<file path="config.mk">
export PLATFORM = sky130hd
export DESIGN_NAME = ext_irq_ctrl
export DESIGN_NICKNAME = d
export VERILOG_FILES = /design/src/rtl/irqc_pkg.sv /design/src/rtl/irqc_sync.sv /design/src/rtl/irqc_latch.sv /design/src/rtl/irqc_regs.sv /design/src/rtl/ext_irq_ctrl.sv
export SDC_FILE = /design/constraint.sdc
export NUM_CORES = 1
export LEC_CHECK = 0
export BUFFER_PORTS_ARGS = -buffer_cell sky130_fd_sc_hd__buf_2
export CAP_MARGIN = 15
export CELL_PAD_IN_SITES_DETAIL_PLACEMENT = 1
export CELL_PAD_IN_SITES_GLOBAL_PLACEMENT = 1
export CORE_UTILIZATION = 28
export CTS_BUF_LIST = sky130_fd_sc_hd__clkbuf_16
export CTS_CLUSTER_DIAMETER = 100
export DETAILED_ROUTE_END_ITERATION = 16
export GPL_TIMING_DRIVEN = 0
export PLACE_DENSITY_LB_ADDON = 0.15
export SYNTH_ARGS = -nofsm -noshare
export SYNTH_HDL_FRONTEND = slang
export SYNTH_SLANG_ARGS = --single-unit
</file>
<file path="constraint.sdc">
create_clock -name clk -period 5.2 [get_ports clk]
set_clock_uncertainty 0.2 [all_clocks]
set_input_delay 1.56 -clock clk [delete_from_list [all_inputs] [get_ports clk]]
set_output_delay 1.56 -clock clk [all_outputs]
set_load 0.03 [all_outputs]
</file>
<file path="src/rtl/irqc_pkg.sv">
package irqc_pkg;
    // Register field positions (behaviour depends on them)
    localparam int MODE_BIT  = 0;
    localparam int MASK_BIT  = 1;
    localparam int ACK_BIT   = 2;
    localparam int PEND_BIT  = 3;
    localparam int REG_W     = 4;

    typedef struct packed {
        logic pend;      // request latch
        logic ack_seen;  // acknowledge already taken, waiting for pin high
    } latch_state_t;

    typedef struct packed {
        logic mask;
        logic mode;
    } ctrl_state_t;
endpackage

</file>
<file path="src/rtl/irqc_sync.sv">
module irqc_sync #(
    parameter int STAGES = 2
) (
    input  logic clk,
    input  logic rst_n,
    input  logic pin_n_i,
    output logic pin_high_o,
    output logic fall_o
);
    // Flops reset to 0 so that reset never invents a falling edge
    logic [STAGES-1:0] sync_d, sync_q;
    logic              prev_d, prev_q;

    always_comb begin
        sync_d = {sync_q[STAGES-2:0], pin_n_i};
        prev_d = sync_q[STAGES-1];
    end

    always_ff @(posedge clk or negedge rst_n) begin
        if (!rst_n) begin
            sync_q <= '0;
            prev_q <= 1'b0;
        end else begin
            sync_q <= sync_d;
            prev_q <= prev_d;
        end
    end

    assign pin_high_o = sync_q[STAGES-1];
    assign fall_o     = prev_q & ~sync_q[STAGES-1];

    initial begin
        stages_min_chk: assert (STAGES >= 2);
    end
endmodule

</file>
<file path="src/rtl/irqc_latch.sv">
module irqc_latch
    import irqc_pkg::*;
(
    input  logic clk,
    input  logic rst_n,
    input  logic mode_i,
    input  logic fall_i,
    input  logic pin_high_i,
    input  logic ack_i,
    output logic pend_o
);
    latch_state_t st_d, st_q;
    logic         ack_done;

    always_comb begin
        st_d     = st_q;
        ack_done = ack_i | st_q.ack_seen;
        if (!mode_i) begin
            // edge-only: acknowledge clears at once, new edge wins
            st_d.pend     = fall_i | (st_q.pend & ~ack_i);
            st_d.ack_seen = 1'b0;
        end else begin
            // edge plus level: low pin holds the request
            st_d.pend     = fall_i | ~pin_high_i |
                            (st_q.pend & ~(ack_done & pin_high_i));
            st_d.ack_seen = st_d.pend & ~fall_i & ack_done;
        end
    end

    always_ff @(posedge clk or negedge rst_n) begin
        if (!rst_n) st_q <= '0;
        else        st_q <= st_d;
    end

    assign pend_o = st_q.pend;


    edge_sets_chk: assert property (@(posedge clk) disable iff (!rst_n)
        fall_i |=> pend_o);

    edge_mode_clear_chk: assert property (@(posedge clk) disable iff (!rst_n)
        (!mode_i && ack_i && !fall_i) |=> !pend_o);

    level_hold_chk: assert property (@(posedge clk) disable iff (!rst_n)
        (mode_i && !pin_high_i) |=> pend_o);

    level_clear_chk: assert property (@(posedge clk) disable iff (!rst_n)
        (mode_i && pend_o && pin_high_i && (ack_i || st_q.ack_seen) && !fall_i)
        |=> !pend_o);

    collide_keep_chk: assert property (@(posedge clk) disable iff (!rst_n)
        (fall_i && ack_i) |=> pend_o);
endmodule

</file>
<file path="src/rtl/irqc_regs.sv">
module irqc_regs
    import irqc_pkg::*;
(
    input  logic             clk,
    input  logic             rst_n,
    input  logic             wr_i,
    input  logic [REG_W-1:0] wdata_i,
    input  logic             pend_i,
    output logic [REG_W-1:0] rdata_o,
    output logic             sw_ack_o,
    output logic             mode_o,
    output logic             mask_o
);
    ctrl_state_t ctl_d, ctl_q;
    logic        unused_pend_wr;

    always_comb begin
        ctl_d = ctl_q;
        if (wr_i) begin
            ctl_d.mask = wdata_i[MASK_BIT];
            ctl_d.mode = wdata_i[MODE_BIT];
        end
    end

    always_ff @(posedge clk or negedge rst_n) begin
        if (!rst_n) ctl_q <= '0;
        else        ctl_q <= ctl_d;
    end

    assign unused_pend_wr = wdata_i[PEND_BIT];
    assign sw_ack_o       = wr_i & wdata_i[ACK_BIT];
    assign mode_o         = ctl_q.mode;
    assign mask_o         = ctl_q.mask;

    always_comb begin
        rdata_o           = '0;
        rdata_o[PEND_BIT] = pend_i;
        rdata_o[MASK_BIT] = ctl_q.mask;
        rdata_o[MODE_BIT] = ctl_q.mode;
    end


    ctrl_load_chk: assert property (@(posedge clk) disable iff (!rst_n)
        wr_i |=> (mask_o == $past(wdata_i[MASK_BIT])) && (mode_o == $past(wdata_i[MODE_BIT])));
endmodule

</file>
<file path="src/rtl/ext_irq_ctrl.sv">
module ext_irq_ctrl
    import irqc_pkg::*;
#(
    parameter int          SYNC_STAGES = 2,
    parameter int          ADDR_W      = 16,
    parameter logic [15:0] VEC_ADDR    = 16'hFFFA
) (
    input  logic              clk,
    input  logic              rst_n,
    input  logic              irq_pin_n,
    input  logic              reg_wr,
    input  logic [REG_W-1:0]  reg_wdata,
    output logic [REG_W-1:0]  reg_rdata,
    input  logic              vec_fetch,
    output logic              cpu_irq,
    output logic [ADDR_W-1:0] vec_addr
);
    localparam logic [ADDR_W-1:0] VEC = ADDR_W'(VEC_ADDR);

    logic pin_high, fall, pend, sw_ack, mode, mask, ack;

    irqc_sync #(.STAGES(SYNC_STAGES)) u_sync (
        .clk(clk), .rst_n(rst_n), .pin_n_i(irq_pin_n),
        .pin_high_o(pin_high), .fall_o(fall)
    );

    irqc_regs u_regs (
        .clk(clk), .rst_n(rst_n), .wr_i(reg_wr), .wdata_i(reg_wdata),
        .pend_i(pend), .rdata_o(reg_rdata), .sw_ack_o(sw_ack),
        .mode_o(mode), .mask_o(mask)
    );

    assign ack = vec_fetch | sw_ack;

    irqc_latch u_latch (
        .clk(clk), .rst_n(rst_n), .mode_i(mode), .fall_i(fall),
        .pin_high_i(pin_high), .ack_i(ack), .pend_o(pend)
    );

    assign cpu_irq  = pend & ~mask;
    assign vec_addr = cpu_irq ? VEC : '0;


    reset_clear_chk: assert property (@(posedge clk)
        $rose(rst_n) |-> (reg_rdata == '0));

    mask_blocks_chk: assert property (@(posedge clk) disable iff (!rst_n)
        reg_rdata[MASK_BIT] |-> !cpu_irq);

    vec_valid_chk: assert property (@(posedge clk) disable iff (!rst_n)
        cpu_irq |-> (vec_addr == VEC));
endmodule

</file>
==> results.sh <==
export IMPL_cts_sinks=7
export IMPL_mostFrequentLayoutCells="25 x buf_2, 20 x buf_4, 7 x dfrtp_1"
export IMPL_coreArea_sq_um=1330
export IMPL_drt_wl_total_um=793
export IMPL_max_stage_delay_ns=0.70
export IMPL_hold_path_class="reg -> reg"
export IMPL_power_internal_mw=0.189
export IMPL_p_leak_nw=0.374
export IMPL_ys_ff_latch=7
export IMPL_htreeDepth=1
export IMPL_p_comb_share_pct=29.0
export IMPL_start_kind="flip-flop"
export IMPL_hold_depth=0
export IMPL_crit_path_end_kind="output port"
export IMPL_layout_commonest_cell="buf_2"
export IMPL_syn_area_sq_um=407
export IMPL_cts_tree="built"
export IMPL_grt_pass1_vias=254
export IMPL_via_per_inst=3.98
export IMPL_max_cap_violations=0
export IMPL_gr_total_overflow=0
export IMPL_ctsLongestPathBuffers=2
export IMPL_fin_nets=80
export IMPL_p_sw_share_pct=28.8
export IMPL_row_count=13
export IMPL_use_met2_pct=16.1
export IMPL_finalSetupTns_ns=0
export IMPL_postCtsSetupRepairBufs=0
export IMPL_cts_root_buffer="clkbuf_16"
export IMPL_syn_avg_cell_area_sq_um=10.4
export IMPL_crit_path_max_fanout=15
export IMPL_path_cells="nor2b_1 > buf_4 > buf_2"
export IMPL_seq_area_frac_synth_pct=43.1
export IMPL_fin_cells=85
export IMPL_first_pass_iters=1
export IMPL_min_period_over_period_pct=67.2
export IMPL_yosysTopAreaCell="dfrtp_1"
export IMPL_antenna_found_initial=0
export IMPL_clkPwrFrac_pct=47.9
export IMPL_busiest_layer="met2"
export IMPL_ant_nets=0
export IMPL_relSlewSlack_pct=42.8
export IMPL_worst_setup_path_type="reg -> out"
export IMPL_finalSetupViolCount=0
export IMPL_drtIter0Drc=0
export IMPL_routedWlPerCell_um=9.33
export IMPL_max_slew_worst_pin_slew_ns=0.856
export IMPL_power_frac_seq_pct=23.1
export IMPL_reg2reg_depth=3
export IMPL_numCtsBuffers=3
export IMPL_period_needed_ns=3.49
export IMPL_syn_inst=39
export IMPL_holdBufCountCts=0
export IMPL_grt_pass1_wl_um=986
export IMPL_min_from="u_sync.sync_q[0]"
export IMPL_clk_latency_ns=0.23
export IMPL_die_area_sq_um=1610
export IMPL_r2r_end="u_latch.pend_o"
export IMPL_power_density_nw_per_um2=417
export IMPL_antenna_cells=0
export IMPL_cts_resized=0
export IMPL_yosysWarnings=0
export IMPL_r2r_start="u_regs.mode_o"
export IMPL_synthTopCellsByArea="dfrtp_1 43%, buf_4 37%, a2111oi_2 3.7%"
export IMPL_final_hold_violation_count=0
export IMPL_use_met1_pct=9.00
export IMPL_die_h_um=40.1
export IMPL_ios=30
export IMPL_synth_cell_types=13
export IMPL_synth_top_area_share_pct=43.1
export IMPL_die_w_um=40.1
export IMPL_place_inst=81
export IMPL_vias=338
export IMPL_initial_core_util_pct=30.5
export IMPL_reg2reg_slack_ns=4.17
export IMPL_grt_setup_unrepaired="false"
export IMPL_path_clk_slew_ns=0.04
export IMPL_globalRouteTotalUtil_pct=10.5
export IMPL_clock_fmax_mhz=286
export IMPL_drive_gt1_share_pct=72.9
export IMPL_whs_ns=0.144
export IMPL_met3_usage_pct=6.67
export IMPL_cp_num_buf_inv=2
export IMPL_min_to="u_sync.sync_q[1]"
export IMPL_worstPathArrival_ns=1.73
export IMPL_ir_drop_mv=0.244
export IMPL_grt_max_degree=16
export IMPL_slowest_stage="nor2b_1"
export IMPL_report_final_slew_viol_count=0
export IMPL_worst_ep_required_time_ns=3.44
export IMPL_area_growth_synth_to_final_pct=56.6
export IMPL_gp_congestion=0.658
export IMPL_crit_family="simple AND/OR/NAND/NOR gates"
export IMPL_drc=0
export IMPL_p_switching_mw=0.0765
export IMPL_status="finished clean"
export IMPL_dpl_hpwl_um=623
export IMPL_portBuffers=25
[worst max path at each step]
| stage | startpoint | to | cells after the start |
|---|---|---|---|
| after floorplan | u_latch.pend_o | vec_addr[10] | 2 |
| after global placement | u_latch.pend_o | vec_addr[4] | 3 |
| after detailed placement | u_latch.pend_o | vec_addr[15] | 3 |
| after CTS | u_latch.pend_o | vec_addr[15] | 3 |
| after global routing | u_latch.pend_o | vec_addr[15] | 3 |
| final | u_latch.pend_o | vec_addr[15] | 3 |
[cell type report]
type / count / area (sq um)
inverter: 2 / 7.51
fill: 163 / 697
tap: 15 / 18.8
sequential: 7 / 175
timing repair buffer: 25 / 125
multi-input combinational: 12 / 81.3
buffer: 20 / 150
clock buffer: 3 / 75.1
clock inverter: 1 / 3.75
[stage by stage]
step / util [%] / power [mW] / worst slack, ns / cell area, sq um
global route: 47.7 / 0.276 / 1.56 / 637
detailed placement: 41.8 / 0.139 / 1.94 / 558
floorplan: - / 0.121 / 1.85 / 414
global placement: 41.8 / 0.139 / 1.98 / 558
finish: 47.7 / 0.265 / 1.71 / 637
CTS: 47.7 / 0.270 / 1.66 / 637
[state kept, by name, summed over array words and instances (netlist names)]
name / count
u_regs.mask_o: 1
u_sync.sync_q: 2
u_sync.prev_q: 1
u_latch.st_q: 1
u_regs.mode_o: 1
u_latch.pend_o: 1
[cells in the mapped netlist]
library cell  number
a2111oi_2          1
a211oi_1           1
a21oi_1            1
a21oi_2            1
buf_4             20
conb_1             1
dfrtp_1            7
inv_1              2
mux2_2             1
nand2_1            1
nor2b_1            1
o211ai_1           1
o21ai_0            1
[kinds of logic after synthesis]
kind of cell           after synthesis  share of synthesized area [%]
muxes                                1                           2.77
AOI/OAI and AO/OA                    6                           12.0
buffers and inverters               22                           38.8
and+or+nand+nor                      2                           2.46
other                                1                          0.922
DFF                                  7                           43.1
[worst reg2reg max path, stage by stage, from the launching register on]
cell      delay (ns)
dfrtp_1         0.35
inv_1           0.08
o211ai_1        0.18
a21oi_1         0.09
[power groups by stage]
stage,clock network [mW],registers (mW),logic [mW]
global placement,0,0.0619,0.0766
detailed placement,0,0.0619,0.0775
floorplan,0,0.0613,0.0594
global route,0.132,0.0618,0.0821
CTS,0.130,0.0614,0.0779
finish,0.127,0.0613,0.0769
[routing by layer]
metal  share of wire [%]  routed length (um)  vias to the layer above
li1                    -                   -                      164
met1                  38                 304                      148
met2                  44                 347                       24
met3                  16                 128                        2
met4                 1.6                  13                        0
met5                   0                   0                        -
Note: power is estimated with default switching activity, not from simulation.
